## config.mk

```make
export PLATFORM = sky130hd
export DESIGN_NAME = drive_ready_watch
export DESIGN_NICKNAME = d
export VERILOG_FILES = /design/src/rtl/drm_pkg.sv /design/src/rtl/drm_sync.sv /design/src/rtl/drm_tmo_cnt.sv /design/src/rtl/drm_settle_tmr.sv /design/src/rtl/drive_ready_watch.sv
export SDC_FILE = /design/constraint.sdc
export NUM_CORES = 1
export LEC_CHECK = 0
export ABC_AREA = 1
export BUFFER_PORTS_ARGS = -buffer_cell sky130_fd_sc_hd__buf_2
export CORE_ASPECT_RATIO = 1.2
export CORE_MARGIN = 3
export CORE_UTILIZATION = 36
export CTS_CLUSTER_DIAMETER = 100
export CTS_CLUSTER_SIZE = 20
export DETAILED_ROUTE_END_ITERATION = 7
export PLACE_DENSITY = 0.57
export REMOVE_ABC_BUFFERS = 1
export SYNTH_ARGS = -nofsm -noshare
export SYNTH_HDL_FRONTEND = slang
export SYNTH_SLANG_ARGS = --single-unit
```

## constraint.sdc

```tcl
create_clock -name clk_i -period 2.3 [get_ports clk_i]
set_input_delay 0.345 -clock clk_i [delete_from_list [all_inputs] [get_ports clk_i]]
set_output_delay 0.345 -clock clk_i [all_outputs]
set_load 0.03 [all_outputs]
```

## src/rtl/drm_pkg.sv

```systemverilog
package drm_pkg;

    typedef enum logic [1:0] {
        ST_IDLE   = 2'd0,
        ST_POLL   = 2'd1,
        ST_SETTLE = 2'd2
    } state_e;

    // Order of the synchronized line vector
    localparam int LN_SEEK  = 0;
    localparam int LN_RDY   = 1;
    localparam int LN_SEL   = 2;
    localparam int LN_WF_A  = 3;
    localparam int LN_WF_B  = 4;
    localparam int LN_COUNT = 5;

    // Snapshot layout
    localparam int ST_W      = 4;
    localparam int ST_WF_BIT = 3;

endpackage

```

## src/rtl/drm_sync.sv

```systemverilog
module drm_sync #(
    parameter int          W       = 5,
    parameter int          STAGES  = 2,
    parameter logic [W-1:0] RST_VAL = '0
) (
    input  logic         clk_i,
    input  logic         rst_ni,
    input  logic [W-1:0] async_i,
    output logic [W-1:0] sync_o
);

    generate
        if (STAGES < 1) begin : g_bypass
            assign sync_o = async_i;
        end else begin : g_chain
            logic [W-1:0] chain_d [STAGES];
            logic [W-1:0] chain_q [STAGES];

            always_comb begin
                for (int s = 0; s < STAGES; s++) begin
                    if (s == 0) chain_d[s] = async_i;
                    else        chain_d[s] = chain_q[s-1];
                end
            end

            always_ff @(posedge clk_i or negedge rst_ni) begin
                if (!rst_ni) begin
                    for (int s = 0; s < STAGES; s++) chain_q[s] <= RST_VAL;
                end else begin
                    for (int s = 0; s < STAGES; s++) chain_q[s] <= chain_d[s];
                end
            end

            assign sync_o = chain_q[STAGES-1];
        end
    endgenerate

endmodule

```

## src/rtl/drm_tmo_cnt.sv

```systemverilog
module drm_tmo_cnt #(
    parameter int CW = 32
) (
    input  logic          clk_i,
    input  logic          rst_ni,
    input  logic          clr_i,
    input  logic          run_i,
    input  logic [CW-1:0] limit_i,
    output logic          expired_o
);

    logic [CW-1:0] cnt_d, cnt_q;

    always_comb begin
        cnt_d = cnt_q;
        if (clr_i) begin
            cnt_d = '0;
        end else if (run_i && (cnt_q < limit_i)) begin
            cnt_d = cnt_q + 1'b1;
        end
    end

    always_ff @(posedge clk_i or negedge rst_ni) begin
        if (!rst_ni) cnt_q <= '0;
        else         cnt_q <= cnt_d;
    end

    assign expired_o = (cnt_q >= limit_i);

    AST_CNT_CLEARED: assert property (@(posedge clk_i) disable iff (!rst_ni)
        clr_i |=> (cnt_q == '0));

    AST_CNT_SATURATES: assert property (@(posedge clk_i) disable iff (!rst_ni)
        (!clr_i && run_i && expired_o) |=> $stable(cnt_q));

endmodule

```

## src/rtl/drm_settle_tmr.sv

```systemverilog
module drm_settle_tmr #(
    parameter int CYC = 7
) (
    input  logic clk_i,
    input  logic rst_ni,
    input  logic load_i,
    output logic zero_o
);

    localparam int DW = $clog2(CYC + 1);
    localparam logic [DW-1:0] LOAD_VAL = DW'(CYC);

    logic [DW-1:0] tmr_d, tmr_q;

    always_comb begin
        tmr_d = tmr_q;
        if (load_i)             tmr_d = LOAD_VAL;
        else if (tmr_q != '0)   tmr_d = tmr_q - 1'b1;
    end

    always_ff @(posedge clk_i or negedge rst_ni) begin
        if (!rst_ni) tmr_q <= '0;
        else         tmr_q <= tmr_d;
    end

    assign zero_o = (tmr_q == '0);

    AST_SETTLE_LOADED: assert property (@(posedge clk_i) disable iff (!rst_ni)
        load_i |=> !zero_o);

endmodule

```

## src/rtl/drive_ready_watch.sv

```systemverilog
module drive_ready_watch
    import drm_pkg::*;
#(
    parameter int              TMO_W       = 32,
    parameter logic [TMO_W-1:0] DFLT_LIMIT  = TMO_W'(1_600_000_000),
    parameter int              CONFIRM_CYC = 7,
    parameter int              SYNC_STAGES = 2
) (
    input  logic             clk_i,
    input  logic             rst_ni,
    input  logic             start_i,
    input  logic [TMO_W-1:0] limit_i,
    input  logic             wf_sel_i,
    input  logic             seek_done_ni,
    input  logic             drv_ready_ni,
    input  logic             drv_sel_ni,
    input  logic             wfault_a_i,
    input  logic             wfault_b_i,
    output logic             busy_o,
    output logic             done_o,
    output logic             rdy_err_o,
    output logic [ST_W-1:0]  status_o
);

    // Idle levels: active-low lines high, fault lines low
    localparam logic [LN_COUNT-1:0] LINE_RST = LN_COUNT'(5'b00111);

    typedef struct packed {
        state_e           st;
        logic [TMO_W-1:0] lim;
        logic             done;
        logic             err;
        logic [ST_W-1:0]  stat;
    } core_t;

    core_t d, q;

    logic [LN_COUNT-1:0] lines_raw, lines_s;
    logic                all_low;
    logic                wf_bit;
    logic [ST_W-1:0]     snap;
    logic [TMO_W-1:0]    lim_eff;
    logic                tmo_clr, tmo_run, tmo_expired;
    logic                tmr_load, tmr_zero;

    assign lines_raw[LN_SEEK] = seek_done_ni;
    assign lines_raw[LN_RDY]  = drv_ready_ni;
    assign lines_raw[LN_SEL]  = drv_sel_ni;
    assign lines_raw[LN_WF_A] = wfault_a_i;
    assign lines_raw[LN_WF_B] = wfault_b_i;

    drm_sync #(
        .W       (LN_COUNT),
        .STAGES  (SYNC_STAGES),
        .RST_VAL (LINE_RST)
    ) u_sync (
        .clk_i   (clk_i),
        .rst_ni  (rst_ni),
        .async_i (lines_raw),
        .sync_o  (lines_s)
    );

    drm_tmo_cnt #(
        .CW (TMO_W)
    ) u_tmo (
        .clk_i     (clk_i),
        .rst_ni    (rst_ni),
        .clr_i     (tmo_clr),
        .run_i     (tmo_run),
        .limit_i   (q.lim),
        .expired_o (tmo_expired)
    );

    drm_settle_tmr #(
        .CYC (CONFIRM_CYC)
    ) u_settle (
        .clk_i  (clk_i),
        .rst_ni (rst_ni),
        .load_i (tmr_load),
        .zero_o (tmr_zero)
    );

    always_comb begin
        all_low = ~(lines_s[LN_SEEK] | lines_s[LN_RDY] | lines_s[LN_SEL]);
        wf_bit  = wf_sel_i ? lines_s[LN_WF_B] : lines_s[LN_WF_A];
        snap    = '0;
        snap[LN_SEEK]   = lines_s[LN_SEEK];
        snap[LN_RDY]    = lines_s[LN_RDY];
        snap[LN_SEL]    = lines_s[LN_SEL];
        snap[ST_WF_BIT] = wf_bit;
        lim_eff = (limit_i == '0) ? DFLT_LIMIT : limit_i;
    end

    assign tmo_run = (q.st != ST_IDLE);

    always_comb begin
        d        = q;
        d.done   = 1'b0;
        tmo_clr  = 1'b0;
        tmr_load = 1'b0;
        unique case (q.st)
            ST_IDLE: begin
                if (start_i) begin
                    d.st    = ST_POLL;
                    d.lim   = lim_eff;
                    d.err   = 1'b0;
                    tmo_clr = 1'b1;
                end
            end
            ST_POLL: begin
                if (tmo_expired) begin
                    d.st   = ST_IDLE;
                    d.done = 1'b1;
                    d.err  = 1'b1;
                    d.stat = snap;
                end else if (all_low) begin
                    d.st     = ST_SETTLE;
                    tmr_load = 1'b1;
                end
            end
            ST_SETTLE: begin
                if (tmr_zero && all_low) begin
                    // confirmation wins over a coinciding timeout
                    d.st   = ST_IDLE;
                    d.done = 1'b1;
                    d.err  = 1'b0;
                    d.stat = snap;
                end else if (tmo_expired) begin
                    d.st   = ST_IDLE;
                    d.done = 1'b1;
                    d.err  = 1'b1;
                    d.stat = snap;
                end else if (tmr_zero) begin
                    d.st = ST_POLL;
                end
            end
            default: begin
                d.st = ST_IDLE;
            end
        endcase
    end

    always_ff @(posedge clk_i or negedge rst_ni) begin
        if (!rst_ni) begin
            q <= '{st: ST_IDLE, lim: '0, done: 1'b0, err: 1'b0, stat: '0};
        end else begin
            q <= d;
        end
    end

    assign busy_o    = (q.st != ST_IDLE);
    assign done_o    = q.done;
    assign rdy_err_o = q.err;
    assign status_o  = q.stat;

    AST_DONE_PULSE: assert property (@(posedge clk_i) disable iff (!rst_ni)
        done_o |=> !done_o);

    AST_IDLE_AT_DONE: assert property (@(posedge clk_i) disable iff (!rst_ni)
        done_o |-> !busy_o);

    AST_OK_LINES_LOW: assert property (@(posedge clk_i) disable iff (!rst_ni)
        (done_o && !rdy_err_o) |-> (status_o[2:0] == 3'b000));

    AST_OK_FROM_CONFIRM: assert property (@(posedge clk_i) disable iff (!rst_ni)
        (done_o && !rdy_err_o) |-> ($past(q.st) == ST_SETTLE));

    AST_ERR_HELD: assert property (@(posedge clk_i) disable iff (!rst_ni)
        (!busy_o && !done_o && !start_i) |=> $stable(rdy_err_o));

    AST_START_IGNORED_BUSY: assert property (@(posedge clk_i) disable iff (!rst_ni)
        (busy_o && start_i) |=> $stable(q.lim));

endmodule

```

# [Yosys cells after proc, flatten, opt, wreduce, memory -nomap -nowiden]
# Index checks and enable logic that the tools add are counted.
[classes] eq_ne=5 add_sub_neg=2 n_reduce_logical=14 muxes=24 n_bitwise=3 magnitude_cmp=2
[ops] cell="2-to-1 mux 32 bit" n=3
[ops] cell="2-to-1 mux 34 bit" n=1
[ops] cell="adder 32 x 1 -> 32 bit (second input constant)" n=1
[ops] cell="greater-or-equal comparator 32 bit" n=1
[ops] cell="zero test 32 bit" n=1
[ops] cell="< comparator 32 bit" n=1
[ops] cell="2-to-1 mux 6 bit" n=2
[ops] cell="2-to-1 mux 2 bit" n=5
[ops] cell="case mux 4 bit (2 select lines)" n=1
[ops] cell="nonzero test 2 bit" n=4
[ops] cell="2-to-1 mux 1 bit" n=7
[ops] cell="2-to-1 mux 3 bit" n=2
[ops] cell="case mux 2 bit (3 select lines)" n=1
[ops] cell="nonzero test 3 bit" n=2
[ops] cell="inequality test 4 bit (second input constant)" n=1
[ops] cell="AND reduction 2 bit" n=2
[ops] cell="zero test 3 bit" n=1
[ops] cell="inequality test 3 bit (second input constant)" n=1
[ops] cell="case mux 1 bit (3 select lines)" n=1
[ops] cell="AND reduction 3 bit" n=1
[ops] cell="subtractor 3 x 1 -> 3 bit (second input constant)" n=1
[ops] cell="equality test 2 x 1 -> 1 bit (second input constant)" n=1
[ops] cell="equality test 2 bit (second input constant)" n=1
[ops] cell="logical AND 1 bit" n=2
[ops] cell="5 further kinds" n=6
[word_totals] ff_bits=85 out_inout_bits=7

# [Logic depth before layout (Yosys ltp)]
# Gate-level depths: netlist of the first run.
[depth] ltp_word=6 mapped_depth=20 ltp_nobuf=19

# [Hierarchy]
# Synthesis of the first run repeated with hierarchy kept, for this count alone.
[unflattened] cells_unflattened=754 hier_area_um2=5496.5
[modules_own_cells] mod="drm_tmo_cnt" cells_each=476 n_inst=1 area_per_inst_um2=3148.0
[modules_own_cells] mod="drive_ready_watch" cells_each=245 n_inst=1 area_per_inst_um2=1915.6
[modules_own_cells] mod="drm_sync" cells_each=10 n_inst=1 area_per_inst_um2=257.7
[modules_own_cells] mod="drm_settle_tmr" cells_each=23 n_inst=1 area_per_inst_um2=175.2

# [Worst setup path before layout of the first run]
# No wires, ideal clock.
[synth_timing] path_kind="register to register" from="register u_tmo.cnt_q[23]" to="register u_tmo.cnt_q[23]" slack_ps=285 setup_ps=117 required_ps=2183 path_stages_with_launch=14 path_buffers=1 period_less_slack_ps=2015 t_arrival_ps=1898 path_cell_list="dfrtp_1 -> ha_1 -> a21o_1 -> nor2_1 -> nand2_1 -> a21oi_2 -> nand2_2 -> nor2_4 -> inv_2 -> nand2_4 -> inv_2 -> buf_6 -> nand2_1 -> nand2_1"
[synth_via] elab_chain_len=3
[synth_rtl] item="start: declaration" line_no="drm_tmo_cnt.sv:12" rtl="logic [CW-1:0] cnt_d, cnt_q;"
[synth_rtl] item="start signal: assignment" line_no="drm_tmo_cnt.sv:25" rtl="else cnt_q <= cnt_d;"
[synth_rtl] item="adder 32 x 1 -> 32 bit / < comparator 32 bit (equally long branches)" line_no="drm_tmo_cnt.sv:19, drm_tmo_cnt.sv:18"
[synth_rtl] item="2-to-1 mux 32 bit / logical AND 1 bit (equally long branches)" line_no="drm_tmo_cnt.sv:18" rtl="end else if (run_i && (cnt_q < limit_i)) begin"
[synth_rtl] item="2-to-1 mux 32 bit / nonzero test 2 bit (equally long branches)"
# Parallel ways exist; a longest one is shown, timed or not. The select of a mux whose other input is x is not followed.
# A chain may end at the register's enable or synchronous reset.

# [Worst setup path in the final report of the first run]
[layout_timing] from="register u_tmo.cnt_q[7]" to="register u_tmo.cnt_q[11]"
# Same word-level chain as after synthesis.

==> summary.md, run 1 <==
| Metric | Value |
|---|---|
| Net Sw Frac | `0.422` |
| Fmax achieved | `0.463 GHz` |
| P_sw | `3.00 mW` |
| Slowest cell on crit path | `dfrtp_2` |
| Share of the synthesized area in the top cell type | `0.385` |
| PortBufs | `47` |
| Worst Path Arrival | `2.40 ns` |
| Commonest non-fill, non-tap cells in the layout | `199 x nand2_1, 84 x inv_1, 76 x dfrtp_1` |
| Max Clock Skew | `0.00570 ns` |
| Post-synthesis xor/xnor area fraction | `0.0358` |
| # IOs | `48` |
| Post-route ant nets | `0` |
| Final min period | `2.16 ns` |
| Final hold vios | `0` |
| First DRT Iteration DRCs | `269` |
| Fin util | `0.433` |
| GR Util All Layers | `0.170` |
| Final WL | `12.8 mm` |
| Cell-internal power | `4.11 mW` |
| Antenna violations before repair | `0` |
| Simple-Gate Fraction of Synth Area | `0.276` |
| Longest Clk Path Bufs | `2` |
| Tightest Pin Transition | `0.468 ns` |
| Syn. warnings | `0` |
| Slew Limit Fails | `0` |
| CTS tree | `done` |
| Met1 Wirelength | `5.57 mm` |
| Syn_area_per_cell | `7.54 um2` |
| Setup crit end kind | `flip-flop` |
| Syn Std Cell Area | `5130 um2` |
| Post-Place Cells | `897` |
| Num CTS Buffers | `9` |
| Final hold slack | `0.0946 ns` |
| Setup Fix Bufs, Post-CTS | `0` |
| Crit path required time | `2.54 ns` |
| Die H | `137 um` |
| Core ar. | `13,900 um2` |
| Finished Layout Cells | `914` |
| First-pass GRT wire length | `21.1 mm` |
| Outcome | `finished, final reports clean` |
| Kind of critical path | `reg2reg` |
| Seq/Total Area, Yosys | `0.416` |
| Vias post-DR | `4,594` |
| Cell repeated most along the worst path | `nand2_1` |
| Commonest non-fill, non-tap cell in the layout | `nand2_1` |
| Yosys reg bits | `85` |
| Row cnt | `47` |
| Die area | `15,700 um2` |
| Sink Count | `85` |
| Comb pwr share | `0.457` |
| Mux contribution to synthesized area | `0.00219` |
| Biggest area consumer among synthesized cells | `dfrtp_1` |
| Main combinational cell family by area after synthesis | `simple AND/OR/NAND/NOR gates` |
| Placer Congestion | `0.925` |
| Min-delay src | `drv_ready_ni` |
| Routed wire per std cell | `14.0 um` |
| Clock transition at path regs | `0.06 ns` |
| R2r startpoint | `u_tmo.cnt_q[7]$_DFFE_PN0P_` |
| LEAKAGE | `2.96 nW` |
| PwrDens | `1180 nW/um2` |
| Area growth syn-to-layout | `17.0%` |
| First drt pass iteration count | `5` |
| Crit. Startpoint | `u_tmo.cnt_q[7]$_DFFE_PN0P_` |
| DR WL met3 | `443 um` |
| GRT overflow | `0` |
| Hold Path Class | `in2reg` |
| Synth top area cells | `dfrtp_1 39%, nand2_1 15%, ha_1 9.5%` |
| Initial Utilization | `0.370` |
| Crit path launch type | `flip-flop` |
| Layout cells sized above 1 | `0.139` |
| HPWL after DPL | `9.77 mm` |
| Ratio of final minimum period to clock period | `0.939` |
| CP max stage delay | `0.45 ns` |
| Die Span X | `115 um` |
| Worst path cell trace | `ha_1 -> nand2_1 -> nor2_2 -> nand2_1 -> nand2_1 -> nand2_1 -> nand2_1 -> nand2_2 -> nand2_2 -> nor2_4 -> inv_2 -> nand2_4 -> buf_12 -> o21ai_0` |
| Routed length on met2 | `6.41 mm` |
| Number of global-route vias before repair | `4,441` |
| H-tree Lvls | `3` |
| Post-Synth Adder-Cell Area | `0.0951` |
| Clock Power Share | `0.211` |
| Final net count | `818` |
| # diodes | `0` |
| Total Neg Setup Slack | `0 ns` |
| Peak VDD IR | `0.000417 V` |
| Compound-gate portion of the synthesized area | `0.0909` |
| Seq pwr share | `0.332` |
| Pin count of the biggest net entering global routing | `82` |
| Root Driver | `clkbuf_16` |
| Highest Signal Layer | `met4` |
| Vias/cell | `5.03` |
| Worst-path fanout max | `19` |
| Drc violations | `0` |
| Max-cap violations | `0` |
| Slew margin rel. | `0.685` |
| Post-synth cell types | `32` |
| Clock latency on the worst-skew pair | `0.35 ns` |
| Post-Synthesis Cells | `681` |
| Final setup violation count | `0` |
sequential cells by signal, indices dropped and copies added, names as in the netlist:
register / flops
done_o: 1
q: 34
rdy_err_o: 1
status_o: 4
u_settle.tmr_q: 3
u_sync.g_chain.chain_d: 5
u_sync.sync_o: 5
u_tmo.cnt_q: 32
logic make-up (layout without fill, tap and decap cells):
kind of cell | after synthesis | after routing
adder cells (fa/ha/maj) | 39 | 39
flip-flops | 85 | 85
XOR/XNOR | 21 | 21
buffers and inverters | 106 | 168
AND/OR/NAND/NOR | 339 | 339
multiplexers | 1 | 1
AO/OA/AOI/OAI | 90 | 90
Yosys cell counts, drive strengths merged:
cell,n
a21o,2
a21oi,19
buf,9
clkbuf,10
dfrtp,79
dfstp,6
ha,39
inv,87
mux2,1
nand2,203
nand3,14
nand4,22
nor2,69
nor3,18
nor3b,1
nor4,11
o211ai,1
o21a,1
o21ai,66
o31ai,1
or2,1
xnor2,9
xor2,12
through the flow:
stage	area [um2]	total power, mW	worst slack [ns]
2_1_floorplan	5030	4.49	0.0751
3_3_place_gp	5650	5.44	0.125
3_5_place_dp	5650	5.56	0.107
4_1_cts	5960	7.09	0.0614
5_1_grt	6010	7.77	-0.00445
6_report	6010	7.10	0.141
worst max-delay path: cells and delay by family (launching register included):
kind,cells,cell delay (ns)
buffers and inverters,2,0.22
AOI/OAI and AO/OA,1,0.22
adders and majority gates,1,0.32
and+or+nand+nor,10,0.84
DFF,1,0.45
cell type report:
type                       count  area (um2)
tap                          171         214
clock buffer                  13         260
sequential                    85        2140
fill                        1395        7870
clock inverter                 3        43.8
multi-input combinational    490        2600
timing repair buffer          65         417
inverter                      87         329
power groups by stage:
stage / Clock, mW / Sequential (mW) / Combinational [mW]
5_1_grt: 1.59 / 2.43 / 3.75
2_1_floorplan: 0 / 2.36 / 2.13
3_3_place_gp: 0 / 2.36 / 3.08
6_report: 1.50 / 2.36 / 3.25
4_1_cts: 1.53 / 2.36 / 3.20
3_5_place_dp: 0 / 2.38 / 3.17
routing by layer:
metal  up-vias  global-route usage
li1       2300                   -
met1      2178               0.210
met2        91               0.290
met3        25              0.0283
met4         0              0.0757
met5         -                   0
worst paths after layout:
path	end	slack (ns)	cells after the start
hold reg to reg	u_sync.sync_o[4]$_DFF_PN0_	0.35	0
hold / removal	u_sync.g_chain.chain_d[1]$_DFF_PN1_	0.09	1
setup reg to reg	u_tmo.cnt_q[11]$_DFFE_PN0P_	0.14	14
max in group asynchronous	u_sync.g_chain.chain_d[1]$_DFF_PN1_	1.19	3
setup / recovery	u_tmo.cnt_q[11]$_DFFE_PN0P_	0.14	14
min in group asynchronous	u_settle.tmr_q[2]$_DFFE_PN0P_	0.45	2
repair_timing:
| item | in CTS | in global routing |
|---|---|---|
| setup endpoints to repair | 0 | 40 |
| hold buffers | 1 | 0 |
| gates resized for setup | 0 | 17 |
| endpoints found under the hold margin | 24 | 0 |
(Power assumes the default switching activity.)
==> inputs of run 2 (changes only) <==
- CORE_UTILIZATION: 36 -> 30
- PLACE_DENSITY: 0.57 -> 0.5
==> summary.md, run 2 (synthesis gave the netlist of run 1 again) <==
| Metric | Value |
|---|---|
| Fin util | `0.372` |
| Post-route ant nets | `0` |
| Antenna violations before repair | `0` |
| Tightest Pin Transition | `0.569 ns` |
| Crit path required time | `2.53 ns` |
| # diodes | `0` |
| Slew Limit Fails | `0` |
| Setup crit end kind | `flip-flop` |
| Row cnt | `51` |
| Die H | `149 um` |
| Ratio of final minimum period to clock period | `0.922` |
| Regs by FF count | `q (34), u_tmo.cnt_q (32)` |
| Routed wire per std cell | `13.8 um` |
| Max Clock Skew | `0.00709 ns` |
| Max reg flops | `34` |
| Commonest non-fill, non-tap cell in the layout | `nand2_1` |
| Clock latency on the worst-skew pair | `0.35 ns` |
| Hold Path Class | `in2reg` |
| Die area | `18,700 um2` |
| Worst Path Arrival | `2.35 ns` |
| Kind of critical path | `reg2reg` |
| Final net count | `824` |
| First-pass GRT wire length | `22.2 mm` |
| Pin count of the biggest net entering global routing | `50` |
| Number of global-route vias before repair | `4,611` |
| H-tree Lvls | `3` |
| HPWL after DPL | `10.1 mm` |
| Sink Count | `85` |
| PwrDens | `1180 nW/um2` |
| Clock transition at path regs | `0.06 ns` |
| Vias/cell | `4.69` |
| Final hold vios | `0` |
| Outcome | `finished, final reports clean` |
| Final min period | `2.12 ns` |
| Largest reg by FF count | `q` |
| LEAKAGE | `2.98 nW` |
| Fmax achieved | `0.472 GHz` |
| Vias post-DR | `4,503` |
| First DRT Iteration DRCs | `225` |
| CTS tree | `done` |
| Slew margin rel. | `0.617` |
| Worst-path fanout max | `7` |
| First drt pass iteration count | `4` |
| Num CTS Buffers | `9` |
| Longest Clk Path Bufs | `2` |
| R2R Setup Slk | `0.18 ns` |
| Final setup violation count | `0` |
| Placer Congestion | `0.912` |
| Crit path launch type | `flip-flop` |
| GRT overflow | `0` |
| Drc violations | `0` |
| Area growth syn-to-layout | `19.6%` |
| Max-cap violations | `0` |
| Core ar. | `16,500 um2` |
| Commonest non-fill, non-tap cells in the layout | `197 x nand2_1, 83 x inv_1, 75 x dfrtp_1` |
| Power, Total | `7.26 mW` |
| Initial Utilization | `0.311` |
| Final WL | `13.3 mm` |
| PortBufs | `47` |
| Peak VDD IR | `0.000499 V` |
| Layout cells sized above 1 | `0.155` |
| GR Util All Layers | `0.147` |
| # IOs | `48` |
| Die Span X | `125 um` |
| Root Driver | `clkbuf_16` |
## run 2: worst paths after layout
path                            cells past startpoint                                   to                                 from
min in group asynchronous                           2              status_o[2]$_DFFE_PN0P_                               rst_ni
worst min-delay path                                1  u_sync.g_chain.chain_d[2]$_DFF_PN1_                           drv_sel_ni
max in group asynchronous                           3           u_tmo.cnt_q[3]$_DFFE_PN0P_                               rst_ni
worst max register to register                     12          u_tmo.cnt_q[10]$_DFFE_PN0P_          u_tmo.cnt_q[13]$_DFFE_PN0P_
worst min register to register                      0           u_sync.sync_o[4]$_DFF_PN0_  u_sync.g_chain.chain_d[4]$_DFF_PN0_
worst max-delay path                               12          u_tmo.cnt_q[10]$_DFFE_PN0P_          u_tmo.cnt_q[13]$_DFFE_PN0P_
## run 2: cell type report
type / count / area (um2)
clock inverter: 5 / 33.8
fill: 1755 / 10400
tap: 212 / 265
multi-input combinational: 490 / 2650
clock buffer: 11 / 243
timing repair buffer: 71 / 483
sequential: 85 / 2140
inverter: 87 / 332
## run 2: power by group
part	switching, mW	leakage (nW)	total, mW	internal (mW)
clock	0.618	0.132	1.38	0.762
combinational	2.19	1.77	3.56	1.37
sequential	0.299	1.08	2.32	2.02
total	3.11	2.98	7.26	4.15
## run 2: critical path, stage by stage, from the launching register on
cell and delay [ns]:
dfrtp_1 0.45, ha_1 0.32, a21oi_1 0.13, o21ai_0 0.09, a21oi_1 0.15, nand2_2 0.11
nand2_2 0.11, nand2_2 0.07, nor2_4 0.14, inv_2 0.08, nand2_8 0.10, clkbuf_16 0.16
o21ai_0 0.08
## run 2: routing by layer
metal / routed length, um / GRT usage
met1: 5940 / 0.177
met2: 6700 / 0.260
met5: 0 / 0
met3: 402 / 0.0308
met4: 262 / 0.0548
## run 2: through the flow
step	TNS, ns	setup slack (ns)	cells	hold WS, ns	instance area [um2]
floorplan	0	0.0751	662	0.0494	5030
global placement	0	0.100	942	0.333	5700
detailed placement	0	0.0727	942	0.336	5700
CTS	0	0.0673	959	0.0816	5990
global route	-0.0693	-0.0128	961	0.0805	6140
finish	0	0.180	961	0.0914	6140
## run 2: repair_timing
item | in CTS | in global routing
hold buffers | 1 | 0
setup endpoints to repair | 0 | 41
setup buffers | 0 | 1
hold endpoints to repair | 2 | 0
gates resized for setup | 0 | 30
==> inputs of run 3 (changes only) <==
- REMOVE_ABC_BUFFERS: 1 -> default
==> summary.md, run 3 (synthesis gave the netlist of run 1 again) <==
| Metric | Value |
|---|---|
| Layout cells sized above 1 | `0.139` |
| Final setup violation count | `0` |
| Pre-CTS setup slack | `0.0958 ns` |
| PwrDens | `1200 nW/um2` |
| CTS tree | `done` |
| Routed wire per std cell | `14.7 um` |
| Crit path launch type | `flip-flop` |
| H-tree Lvls | `3` |
| Commonest non-fill, non-tap cells in the layout | `200 x nand2_1, 84 x inv_1, 74 x dfrtp_1` |
| Die Span X | `125 um` |
| Comb pwr share | `0.463` |
| Tightest Pin Transition | `0.659 ns` |
| Final WL | `14.0 mm` |
| Clock latency on the worst-skew pair | `0.35 ns` |
| Max-cap violations | `0` |
| Final hold slack | `0.0255 ns` |
| Unrepaired setup endpoints after global routing | `false` |
| Worst R2R Path Depth | `12` |
| Die area | `18,700 um2` |
| Syn Nets | `761` |
| Final hold vios | `0` |
| PortBufs | `47` |
| Layout filler cell count | `1,715` |
| Drc violations | `0` |
| Sink Count | `85` |
| GR Util All Layers | `0.150` |
| Root Driver | `clkbuf_16` |
| Post-DP Area | `5680 um2` |
| Final Worst Setup Slack | `0.183 ns` |
| Net Sw Frac | `0.433` |
| Hold Path Class | `in2async` |
| Outcome | `finished, final reports clean` |
| Commonest non-fill, non-tap cell in the layout | `nand2_1` |
| Fmax achieved | `0.472 GHz` |
| Final net count | `816` |
| Num CTS Buffers | `9` |
| Crit path required time | `2.56 ns` |
| R2r startpoint | `u_tmo.cnt_q[27]$_DFFE_PN0P_` |
| GRT overflow | `0` |
| Slew Limit Fails | `0` |
| Cell-internal power | `4.12 mW` |
| HPWL after DPL | `10.5 mm` |
| Max Clock Skew | `0.00979 ns` |
| # hold bufs at CTS | `0` |
| Kind of critical path | `reg2reg` |
| Vias post-DR | `4,629` |
| Longest Clk Path Bufs | `2` |
| Ratio of final minimum period to clock period | `0.920` |
| Slew margin rel. | `0.561` |
| Worst-path fanout max | `16` |
| Initial Utilization | `0.311` |
| First-pass GRT wire length | `22.3 mm` |
| Vias/cell | `4.86` |
| Post-route ant nets | `0` |
| Seq pwr share | `0.330` |
| LEAKAGE | `2.95 nW` |
| First DRT Iteration DRCs | `314` |
| Worst reg2reg endpoint | `u_tmo.cnt_q[6]$_DFFE_PN0P_` |
| First drt pass iteration count | `5` |
| Setup crit end kind | `flip-flop` |
| # diodes | `0` |
| Die H | `149 um` |
| Power, Total | `7.26 mW` |
| Row cnt | `51` |
| Final min period | `2.12 ns` |
| R2R Setup Slk | `0.18 ns` |
| Clock transition at path regs | `0.07 ns` |
| Largest reg by FF count | `q` |
| Number of global-route vias before repair | `4,481` |
| P_sw | `3.15 mW` |
| Peak VDD IR | `0.000431 V` |
| # IOs | `48` |
| Regs by FF count | `q (34), u_tmo.cnt_q (32)` |
| Area growth syn-to-layout | `17.7%` |
| Clock Power Share | `0.208` |
| Placer Congestion | `0.876` |
| Antenna violations before repair | `0` |
| Total Neg Setup Slack | `0 ns` |
| Pin count of the biggest net entering global routing | `82` |
| Design Area, Final | `6040 um2` |
| Worst Path Arrival | `2.38 ns` |
| Core ar. | `16,500 um2` |
| Max reg flops | `34` |
run 3: cell count changes in the layout (fill, tap and decap cells not counted), moves of 2 or more:
cell / previous run / this run
clkinv_2: 2 / 0
buf_4: 19 / 12
ha_1: 36 / 39
ha_4: 3 / 0
nand2_1: 197 / 200
nand2_2: 5 / 2
run 3: layout make-up:
cell class | instances | area [um2] | area share
multi-input combinational | 490 | 2590 | 0.428
sequential | 85 | 2140 | 0.354
timing repair buffer | 63 | 417 | 0.0689
inverter | 87 | 329 | 0.0544
tap | 212 | 265 | 0.0439
clock buffer | 9 | 225 | 0.0373
clock inverter | 7 | 80.1 | 0.0132
run 3: metrics by stage:
stage | utilization | instances
2_1_floorplan | - | 681
3_3_place_gp | 0.344 | 936
3_5_place_dp | 0.344 | 936
4_1_cts | 0.362 | 952
5_1_grt | 0.366 | 953
6_report | 0.366 | 953
run 3: timing repair:
item	4_1_cts	5_1_grt
setup endpoints to repair	0	35
endpoints found under the hold margin	0	0
resized for setup	0	15
buffers inserted	0	0
run 3: layer usage:
layer / vias up / part of all wire / track usage
met5: - / 0 / 0
met4: 0 / 0.025 / 0.0640
met3: 19 / 0.038 / 0.0261
met2: 107 / 0.49 / 0.252
met1: 2191 / 0.45 / 0.192
li1: 2312 / - / -
run 3: how the worst max path moves through the flow:
stage,from,end,depth (start not counted)
floorplan,u_tmo.cnt_q[23]$_DFFE_PN0P_,u_tmo.cnt_q[23]$_DFFE_PN0P_,13
global placement,u_tmo.cnt_q[27]$_DFFE_PN0P_,u_tmo.cnt_q[31]$_DFFE_PN0P_,13
detailed placement,u_tmo.cnt_q[27]$_DFFE_PN0P_,u_tmo.cnt_q[31]$_DFFE_PN0P_,13
CTS,u_tmo.cnt_q[22]$_DFFE_PN0P_,u_tmo.cnt_q[31]$_DFFE_PN0P_,13
global route,u_tmo.cnt_q[27]$_DFFE_PN0P_,u_tmo.cnt_q[26]$_DFFE_PN0P_,13
finish,u_tmo.cnt_q[27]$_DFFE_PN0P_,u_tmo.cnt_q[6]$_DFFE_PN0P_,12
run 3: power groups by stage:
stage               logic [mW]  registers [mW]  clock network (mW)
floorplan                 2.30            2.33                   0
global placement          3.10            2.40                   0
detailed placement        3.20            2.42                   0
CTS                       3.22            2.39                1.56
global route              3.84            2.45                1.62
finish                    3.36            2.40                1.51
run 3: critical path, stage by stage, from the launching register on:
cell,delay [ns]
dfrtp_2,0.46
ha_1,0.33
nand2_1,0.06
nor2_1,0.12
nand2_1,0.12
nor2_2,0.22
nand2_2,0.11
nand2_2,0.08
nor2_4,0.04
inv_2,0.06
nand2_4,0.07
clkbuf_16,0.20
o21ai_0,0.15
